**src/rtl/parity_codec_pkg.sv**
```systemverilog
package parity_codec_pkg;

  typedef enum logic [2:0] {
    PM_NONE   = 3'd0,
    PM_EVEN   = 3'd1,
    PM_ODD    = 3'd2,
    PM_MARK   = 3'd3,
    PM_SPACE  = 3'd4,
    PM_IGNORE = 3'd5
  } pmode_e;

  // Unused codes fold onto the ignore convention.
  function automatic pmode_e pm_decode(input logic [2:0] raw);
    pmode_e m;
    case (raw)
      3'd0:    m = PM_NONE;
      3'd1:    m = PM_EVEN;
      3'd2:    m = PM_ODD;
      3'd3:    m = PM_MARK;
      3'd4:    m = PM_SPACE;
      default: m = PM_IGNORE;
    endcase
    return m;
  endfunction

endpackage

```
**src/rtl/parity_xor_tree.sv**
```systemverilog
// Linear XOR cascade over W bits.
module parity_xor_tree #(
  parameter int W = 7
) (
  input  logic [W-1:0] bits_i,
  output logic         par_o
);
  logic [W-1:0] chain;

  assign chain[0] = bits_i[0];
  generate
    for (genvar i = 1; i < W; i++) begin : g_link
      assign chain[i] = chain[i-1] ^ bits_i[i];
    end
  endgenerate

  assign par_o = chain[W-1];
endmodule

```
**src/rtl/parity_tx_enc.sv**
```systemverilog
module parity_tx_enc
  import parity_codec_pkg::*;
#(
  parameter int DW = 7,
  localparam int CW = DW + 1
) (
  input  logic [DW-1:0] data_i,
  input  logic [2:0]    mode_i,
  output logic [CW-1:0] code_o,
  output logic          par_en_o
);
  logic   dpar;
  logic   pbit;
  pmode_e m;

  parity_xor_tree #(.W(DW)) u_tree (.bits_i(data_i), .par_o(dpar));

  assign m = pm_decode(mode_i);

  always_comb begin
    pbit     = 1'b0;
    par_en_o = 1'b1;
    case (m)
      PM_NONE:  par_en_o = 1'b0;
      PM_EVEN:  pbit = dpar;
      PM_ODD:   pbit = ~dpar;
      PM_MARK:  pbit = 1'b1;
      PM_SPACE: pbit = 1'b0;
      default:  pbit = 1'b0;
    endcase
  end

  assign code_o = {pbit, data_i};
endmodule

```
**src/rtl/parity_rx_chk.sv**
```systemverilog
module parity_rx_chk
  import parity_codec_pkg::*;
#(
  parameter int DW = 7,
  localparam int CW = DW + 1
) (
  input  logic [CW-1:0] code_i,
  input  logic [2:0]    mode_i,
  output logic [DW-1:0] data_o,
  output logic          syn_o,
  output logic          err_o
);
  logic   dpar;
  logic   rbit;
  pmode_e m;

  parity_xor_tree #(.W(DW)) u_tree (.bits_i(code_i[DW-1:0]), .par_o(dpar));

  assign m      = pm_decode(mode_i);
  assign rbit   = code_i[DW];
  assign data_o = code_i[DW-1:0];

  always_comb begin
    syn_o = (m == PM_NONE) ? dpar : (dpar ^ rbit);
    case (m)
      PM_EVEN:  err_o = syn_o;
      PM_ODD:   err_o = ~syn_o;
      PM_MARK:  err_o = ~rbit;
      PM_SPACE: err_o = rbit;
      default:  err_o = 1'b0;
    endcase
  end
endmodule

```
**src/rtl/parity_codec_stage.sv**
```systemverilog
// One-entry valid/ready register slice.
module parity_codec_stage #(
  parameter int W = 8
) (
  input  logic         clk,
  input  logic         rst,
  input  logic         in_valid,
  output logic         in_ready,
  input  logic [W-1:0] in_data,
  output logic         out_valid,
  input  logic         out_ready,
  output logic [W-1:0] out_data
);
  assign in_ready = !out_valid || out_ready;

  always_ff @(posedge clk) begin
    if (rst) begin
      out_valid <= 1'b0;
      out_data  <= '0;
    end else if (in_ready) begin
      out_valid <= in_valid;
      if (in_valid) out_data <= in_data;
    end
  end

  // stalled output holds
  a_r9_hold_stall: assert property (@(posedge clk) disable iff (rst)
    (out_valid && !out_ready) |=> (out_valid && $stable(out_data)));

  // accepted word appears next cycle
  a_r9_accept_next: assert property (@(posedge clk) disable iff (rst)
    (in_valid && in_ready) |=> (out_valid && out_data == $past(in_data)));

  // empty slot when nothing accepted
  a_r9_drain: assert property (@(posedge clk) disable iff (rst)
    (!in_valid && in_ready) |=> !out_valid);
endmodule

```
**src/rtl/parity_codec.sv**
```systemverilog
module parity_codec
  import parity_codec_pkg::*;
#(
  parameter int DW = 7,
  localparam int CW = DW + 1,
  localparam int RW = DW + 2
) (
  input  logic          clk,
  input  logic          rst,
  input  logic [2:0]    mode,
  input  logic          tx_in_valid,
  output logic          tx_in_ready,
  input  logic [DW-1:0] tx_in_data,
  output logic          tx_out_valid,
  input  logic          tx_out_ready,
  output logic [CW-1:0] tx_out_code,
  output logic          tx_out_par_en,
  input  logic          rx_in_valid,
  output logic          rx_in_ready,
  input  logic [CW-1:0] rx_in_code,
  output logic          rx_out_valid,
  input  logic          rx_out_ready,
  output logic [DW-1:0] rx_out_data,
  output logic          rx_out_syndrome,
  output logic          rx_out_err
);
  // Transmit path
  logic [CW-1:0] enc_code;
  logic          enc_par_en;
  logic [CW:0]   tx_pay;

  parity_tx_enc #(.DW(DW)) u_enc (
    .data_i   (tx_in_data),
    .mode_i   (mode),
    .code_o   (enc_code),
    .par_en_o (enc_par_en)
  );

  parity_codec_stage #(.W(CW + 1)) u_tx_stage (
    .clk       (clk),
    .rst       (rst),
    .in_valid  (tx_in_valid),
    .in_ready  (tx_in_ready),
    .in_data   ({enc_par_en, enc_code}),
    .out_valid (tx_out_valid),
    .out_ready (tx_out_ready),
    .out_data  (tx_pay)
  );

  assign tx_out_par_en = tx_pay[CW];
  assign tx_out_code   = tx_pay[CW-1:0];

  // Receive path
  logic [DW-1:0] chk_data;
  logic          chk_syn;
  logic          chk_err;
  logic [RW-1:0] rx_pay;

  parity_rx_chk #(.DW(DW)) u_chk (
    .code_i (rx_in_code),
    .mode_i (mode),
    .data_o (chk_data),
    .syn_o  (chk_syn),
    .err_o  (chk_err)
  );

  parity_codec_stage #(.W(RW)) u_rx_stage (
    .clk       (clk),
    .rst       (rst),
    .in_valid  (rx_in_valid),
    .in_ready  (rx_in_ready),
    .in_data   ({chk_err, chk_syn, chk_data}),
    .out_valid (rx_out_valid),
    .out_ready (rx_out_ready),
    .out_data  (rx_pay)
  );

  assign rx_out_err      = rx_pay[RW-1];
  assign rx_out_syndrome = rx_pay[RW-2];
  assign rx_out_data     = rx_pay[DW-1:0];

  // even codeword has even weight
  a_r1_even_weight: assert property (@(posedge clk) disable iff (rst)
    (tx_in_valid && mode == 3'd1) |-> ((^enc_code) == 1'b0));

  // odd codeword has odd weight
  a_r2_odd_weight: assert property (@(posedge clk) disable iff (rst)
    (tx_in_valid && mode == 3'd2) |-> ((^enc_code) == 1'b1));

  // mark and space constants
  a_r3_mark_space: assert property (@(posedge clk) disable iff (rst)
    (tx_in_valid && (mode == 3'd3 || mode == 3'd4)) |-> (enc_code[DW] == (mode == 3'd3)));

  // nothing sent in none mode
  a_r4_none_bare: assert property (@(posedge clk) disable iff (rst)
    (tx_in_valid && mode == 3'd0) |-> (!enc_par_en && !enc_code[DW]));

  // no error in ignore or unused codes
  a_r5_ignore_quiet: assert property (@(posedge clk) disable iff (rst)
    (rx_in_valid && mode >= 3'd5) |-> !chk_err);

  // reset leaves both slices empty
  a_r10_reset_empty: assert property (@(posedge clk)
    rst |=> (!tx_out_valid && !rx_out_valid && !rx_out_err));
endmodule

```
**config.mk**
```make
export PLATFORM = sky130hd
export DESIGN_NAME = parity_codec
export DESIGN_NICKNAME = d
export VERILOG_FILES = /design/src/rtl/parity_codec_pkg.sv /design/src/rtl/parity_xor_tree.sv /design/src/rtl/parity_tx_enc.sv /design/src/rtl/parity_rx_chk.sv /design/src/rtl/parity_codec_stage.sv /design/src/rtl/parity_codec.sv
export SDC_FILE = /design/constraint.sdc
export NUM_CORES = 1
export LEC_CHECK = 0
export BUFFER_PORTS_ARGS = -buffer_cell sky130_fd_sc_hd__buf_4
export CORE_UTILIZATION = 44
export DETAILED_ROUTE_END_ITERATION = 16
export GPL_TIMING_DRIVEN = 0
export PLACE_DENSITY = 0.76
export SKIP_CTS_REPAIR_TIMING = 1
export SYNTH_ARGS = -nofsm -noshare
export SYNTH_HDL_FRONTEND = slang
export SYNTH_HIERARCHICAL = 1
export SYNTH_SLANG_ARGS = --single-unit
```
**constraint.sdc**
```tcl
create_clock -name clk -period 1.6 [get_ports clk]
set_clock_uncertainty 0.2 [all_clocks]
set_input_delay 0.16 -clock clk [delete_from_list [all_inputs] [get_ports clk]]
set_output_delay 0.16 -clock clk [all_outputs]
set_load 0.02 [all_outputs]
```
==> results of run 1 <==
[layout make-up]
type / instances / area, sq um
clock buffer: 3 / 22.52
clock inverter: 1 / 30.03
sequential: 20 / 400.4
tap: 31 / 38.79
inverter: 2 / 7.507
buffer: 25 / 180.2
multi-input combinational: 80 / 706.9
fill: 236 / 1056
timing repair buffer: 42 / 315.3
[worst register-to-register path: stages (launching register included)]
cell	delay [ns]
dfxtp_1	0.40
nand2b_4	0.07
buf_6	0.14
a21bo_1	0.21
a21oi_2	0.14
[registers in the layout, summed over array words and instances (netlist names)]
name,count
u_rx_stage/out_data,9
u_rx_stage/out_valid,1
u_tx_stage/out_data,9
u_tx_stage/out_valid,1
[cells by family after synthesis]
family          share of synthesized area [%]
compound gates                          28.47
simple gates                            14.68
buf+inv                                 14.58
flops                                   31.10
xor+xnor                                10.40
mux                                    0.7775
[power groups by stage]
stage | registers (mW) | logic, mW | clock network (mW)
final | 0.551 | 0.428 | 0.420
after global routing | 0.555 | 0.460 | 0.455
after CTS | 0.552 | 0.427 | 0.423
after detailed placement | 0.563 | 0.425 | 0
after global placement | 0.560 | 0.412 | 0
after floorplan | 0.599 | 0.243 | 0
[layer usage]
metal	vias up	GRT usage, %
met2	18	36.05
li1	526	-
met5	-	0
met1	504	24.09
met4	0	5.226
met3	2	2.326
[worst max-delay path by stage]
stage | cells after the start | slack [ns] | startpoint | end
global route | 8 | 0.007 | rx_in_code[6] | u_rx_stage/out_data[8]
detailed placement | 8 | -0.30 | rx_in_code[6] | u_rx_stage/out_data[8]
finish | 8 | 0.05 | rx_in_code[6] | u_rx_stage/out_data[8]
CTS | 8 | 0.02 | rx_in_code[6] | u_rx_stage/out_data[8]
floorplan | 7 | -0.04 | rx_in_code[1] | u_rx_stage/out_data[8]
global placement | 8 | -0.24 | rx_in_code[6] | u_rx_stage/out_data[8]
[cells in the final DEF, fill, tap and decap left out, drive strengths merged, types with 2 or more instances in the layout]
cell type	n
a21oi	21
clkbuf	5
nand2b	3
nand3	19
xnor3	4
dfxtp	20
and4bb	3
xnor2	5
buf	65
a21bo	18
nor2	2
inv	2
[metrics by stage]
step | setup slack (ns) | hold slack [ns] | TNS (ns) | area (sq um)
final | 0.05436 | 0.004655 | 0 | 1702
after floorplan | -0.03599 | 0.2296 | -0.03599 | 1287
after global routing | 0.006704 | 0.0005809 | 0 | 1702
after detailed placement | -0.3036 | 0.3390 | -0.4442 | 1642
after global placement | -0.2402 | 0.3209 | -0.3208 | 1642
after CTS | 0.02095 | 0.002316 | 0 | 1694
==> qor.csv, run 1 <==
metric,value,unit
Syn Std Cell Area,1287,sq um
Tightest Pin Transition,0.3170,ns
predominant post-synthesis flop cell,dfxtp_1,
end of the worst hold path,u_tx_stage/out_data[5],
Cells after DPL,200,
CP max FO,5,
register area share after synthesis,31.10,%
Crit path largest cell delay,0.50,ns
DRC,0,
Clock transition at path regs,0.13,ns
Max Slew Vio Count,0,
max_cap viols,0,
routed vias,1050,
post-synthesis cell count,127,
Final Cycle Share,96.60,%
Layout Area Growth over Synthesis,32.17,%
CTS buffer count,3,
# rows,19,
dpl hpwl,2.189,mm
Seq cells post-synth,20,
final cell count without fillers,204,
Seq pwr share,39.4,%
reg2reg start,u_rx_stage/out_valid,
uppermost layer routed,met4,
Post-synth EDFFs,0,
Final Util,61.71,%
Total Routing Usage GR,19.66,%
Ys Warns,6,
switching power,381.9,uW
metal2 WL,1.610,mm
Longest Clk Path Bufs,2,
top-area cell type share of the netlist area,31.10,%
drt first pass iters,3,
clock period minus worst slack,1.546,ns
Final ANT Viol Nets,0,
most instantiated library cell after synthesis,dfxtp_1,
DIE HEIGHT,56.10,microns
CP required,1.60,ns
vias in the first global route,1048,
setup violators final,0,
FF-to-FF setup slack,0.39,ns
total grt overflow,0,
nature of the critical path endpoint,flop,
startpoint types,input port,
"most used cell, CP",nand3_1,
max_slew headroom,78.86,%
# port buffers,42,
"Async S/R FF share, synth",0,%
first-pass GRT wire length,4.830,mm
RSZ-0062 raised after global routing,false,
Wirelength per Cell,14.28,microns
Worst VDD drop,0.6681,mV
r2r endpoint,u_rx_stage/out_data[2],
Die Area,3147,sq um
Root Buffer Master,clkbuf_4,
critical path type,input port to flop,
post-synthesis average cell area,10.14,sq um
I/O Pins,46,
share of cells above drive strength 1,54.34,%
post-synth top area cell,dfxtp_1,
GPL Wtd Cong,0.7720,
clk_lat worst skew,0.30,ns
CTS tree,built,
list of most frequent post-synthesis cells,"dfxtp_1 (20), nand3_1 (19), a21bo_1 (18), a21oi_2 (18), buf_4 (17)",
fmax,0.6470,GHz
# diodes,0,
Power Total,1.399,mW
pin count of the biggest net entering global routing,13,
Synth Net Count,151,
outcome,"finished, final reports clean",
Initial Utilization,46.69,%
clock share of power,30.0,%
antenna violations before repair,0,
hold path depth,2,
1st-iter DRT viols,7,
Vias/cell,5.147,
Core Area,2758,sq um
combinational power share,30.6,%
Sw Ratio,27.31,%
Power Dens Cells,822.0,nW/um^2
number of distinct library cells after synthesis,22,
Hold Path Class,input port to flop,
CP Cell Sequence,"buf_4, xnor2_1, xnor3_2, and4bb_1, a31oi_1, nand3_1, nand3_1, a21oi_2",
Worst R2R Path Depth,4,
Final Hold Fails,0,
largest cells by area after synthesis,"dfxtp_1 (31%), a21bo_1 (14%), a21oi_2 (12%), buf_4 (9.9%), nand3_1 (7.4%)",
die width,56.10,microns
Buf/Inv on CP,1,
Worst path slowest cell,xnor3_2,
crit-path leading delay family,XOR/XNOR gates,
# clock sinks,20,
Routed WL,2.914,mm
data arrival time of the worst path,1.55,ns
# H-tree levels,1,
WL met3,78,microns
Int Pwr,1.017,mW
fin nets,198,
Worst Hold Launch,rst,
Routed met1 length,1.204,mm
Static Leakage,0.7831,nW
Note: power is estimated with default switching activity, not from simulation.
==> run 2, diff against run 1 <==
--- a/config.mk
+++ b/config.mk
@@ -6,10 +6,10 @@
 export NUM_CORES = 1
 export LEC_CHECK = 0
 export BUFFER_PORTS_ARGS = -buffer_cell sky130_fd_sc_hd__buf_4
-export CORE_UTILIZATION = 44
+export CORE_UTILIZATION = 49
 export DETAILED_ROUTE_END_ITERATION = 16
 export GPL_TIMING_DRIVEN = 0
-export PLACE_DENSITY = 0.76
+export PLACE_DENSITY = 0.8
 export SKIP_CTS_REPAIR_TIMING = 1
 export SYNTH_ARGS = -nofsm -noshare
 export SYNTH_HDL_FRONTEND = slang
==> constraint.sdc (replaced) <==
create_clock -name clk -period 1.65 [get_ports clk]
set_clock_uncertainty 0.2 [all_clocks]
set_input_delay 0.165 -clock clk [delete_from_list [all_inputs] [get_ports clk]]
set_output_delay 0.165 -clock clk [all_outputs]
set_load 0.02 [all_outputs]
==> run 2 against run 1 <==
Die area down 9.9%. First-iteration DRC count down 29%. Critical path type unchanged. Total power down 12%. Global-route usage up 2.3 points. Largest cell class unchanged. Non-clock buffer count unchanged. Core utilization up 6.0 points. Hold slack better by 0.013 ns. Sequential share of layout area up 0.35 points.
==> qor.csv, run 2 (synthesized netlist as in run 1, its figures left out) <==
metric,value,unit
area of the multi-input gates,699.4,sq um
Clock transition at path regs,0.12,ns
Root Buffer Master,clkbuf_4,
Final Hold Fails,0,
Static Leakage,0.7749,nW
drt first pass iters,4,
max_cap viols,0,
final cell count without fillers,203,
Hold Path Class,input port to flop,
Initial Utilization,51.97,%
clk_lat worst skew,0.30,ns
GPL Wtd Cong,0.7597,
startpoint types,input port,
clock period minus worst slack,1.547,ns
Tightest Pin Transition,0.3292,ns
Die Area,2837,sq um
max_slew headroom,78.05,%
Cells after DPL,199,
RSZ-0062 raised after global routing,false,
Layout Area Growth over Synthesis,30.22,%
first-pass GRT wire length,4.457,mm
1st-iter DRT viols,5,
DRC,0,
CTS buffer count,3,
Power Total,1.236,mW
nature of the critical path endpoint,flop,
Final ANT Viol Nets,0,
CTS tree,built,
setup violators final,0,
fill cell count,221,
total grt overflow,0,
Top Registers,"u_rx_stage/out_data (9), u_tx_stage/out_data (9)",
Longest Clk Path Bufs,2,
"worst slack, placed",-0.2150,ns
Storage cell area,400.4,sq um
fin nets,198,
setup ws final,0.1034,ns
Wirelength per Cell,14.03,microns
# diodes,0,
pin count of the biggest net entering global routing,12,
share of cells above drive strength 1,53.18,%
# rows,18,
I/O Pins,46,
# H-tree levels,1,
Vias/cell,5.148,
CP max FO,5,
data arrival time of the worst path,1.54,ns
Min Hold Slack,0.01720,ns
Final Cycle Share,93.73,%
vias in the first global route,1000,
routed vias,1045,
CP required,1.64,ns
Worst VDD drop,0.4508,mV
Power Dens Cells,737.0,nW/um^2
dpl hpwl,2.174,mm
Max Slew Vio Count,0,
Post-Place Cell Area,1640,sq um
DIE HEIGHT,53.26,microns
Total Routing Usage GR,22.00,%
Routed WL,2.848,mm
fmax,0.6466,GHz
die width,53.26,microns
outcome,"finished, final reports clean",
antenna violations before repair,0,
Core Area,2477,sq um
Final Util,67.68,%
"most common cell after layout, fill and taps aside",buf_4,
design area,1677,sq um
# clock sinks,20,
# port buffers,42,
critical path type,input port to flop,
Setup TNS,0,ns
"leading cell types in the layout, fill and taps excluded","buf_4 (59), dfxtp_1 (20), nand3_1 (19)",
## run 2: cell count changes in the layout (fill, tap and decap cells not counted), sizes merged
| cell | previous run | this run |
|---|---|---|
| bufinv | 1 | 0 |
| clkbuf | 5 | 6 |
## run 2: worst paths after layout
| check | slack (ns) | from | end | cells after the start |
|---|---|---|---|---|
| hold / removal | 0.02 | rst | u_tx_stage/out_data[5] | 2 |
| setup reg to reg | 0.45 | u_tx_stage/out_valid | u_tx_stage/out_data[8] | 4 |
| hold reg to reg | 0.39 | u_tx_stage/out_data[0] | u_tx_stage/out_data[0] | 2 |
| setup / recovery | 0.10 | rx_in_code[1] | u_rx_stage/out_data[8] | 8 |
## run 2: area by class of cell
type,count,share of cell area (%)
multi-input cells,80,41.72
flip-flops and latches,20,23.88
repair buffers,42,18.81
plain buffers,25,10.75
well taps,30,2.239
clock buffers,4,2.164
inverters,2,0.4478
## run 2: worst max-delay path: stages
cell and delay, ns:
buf_4 0.11, xnor3_1 0.37, xnor3_1 0.29, and4bb_1 0.23, a31oi_1 0.14, nand3_1 0.10, nand3_1 0.09, a21oi_2 0.05
## run 2: per-layer routing
metal,vias up,track usage [%],share of wire (%)
met2,21,40.00,55
met3,2,2.586,2.6
met4,0,6.579,0.63
li1,527,-,-
met5,-,0,0
met1,495,26.43,42
## run 2: where the power goes
part | total [mW] | leakage, nW | switching [mW] | internal [mW]
logic | 0.412 | 0.589 | 0.189 | 0.223
clock network | 0.290 | 0.0210 | 0.155 | 0.134
registers | 0.533 | 0.165 | 0.0182 | 0.515
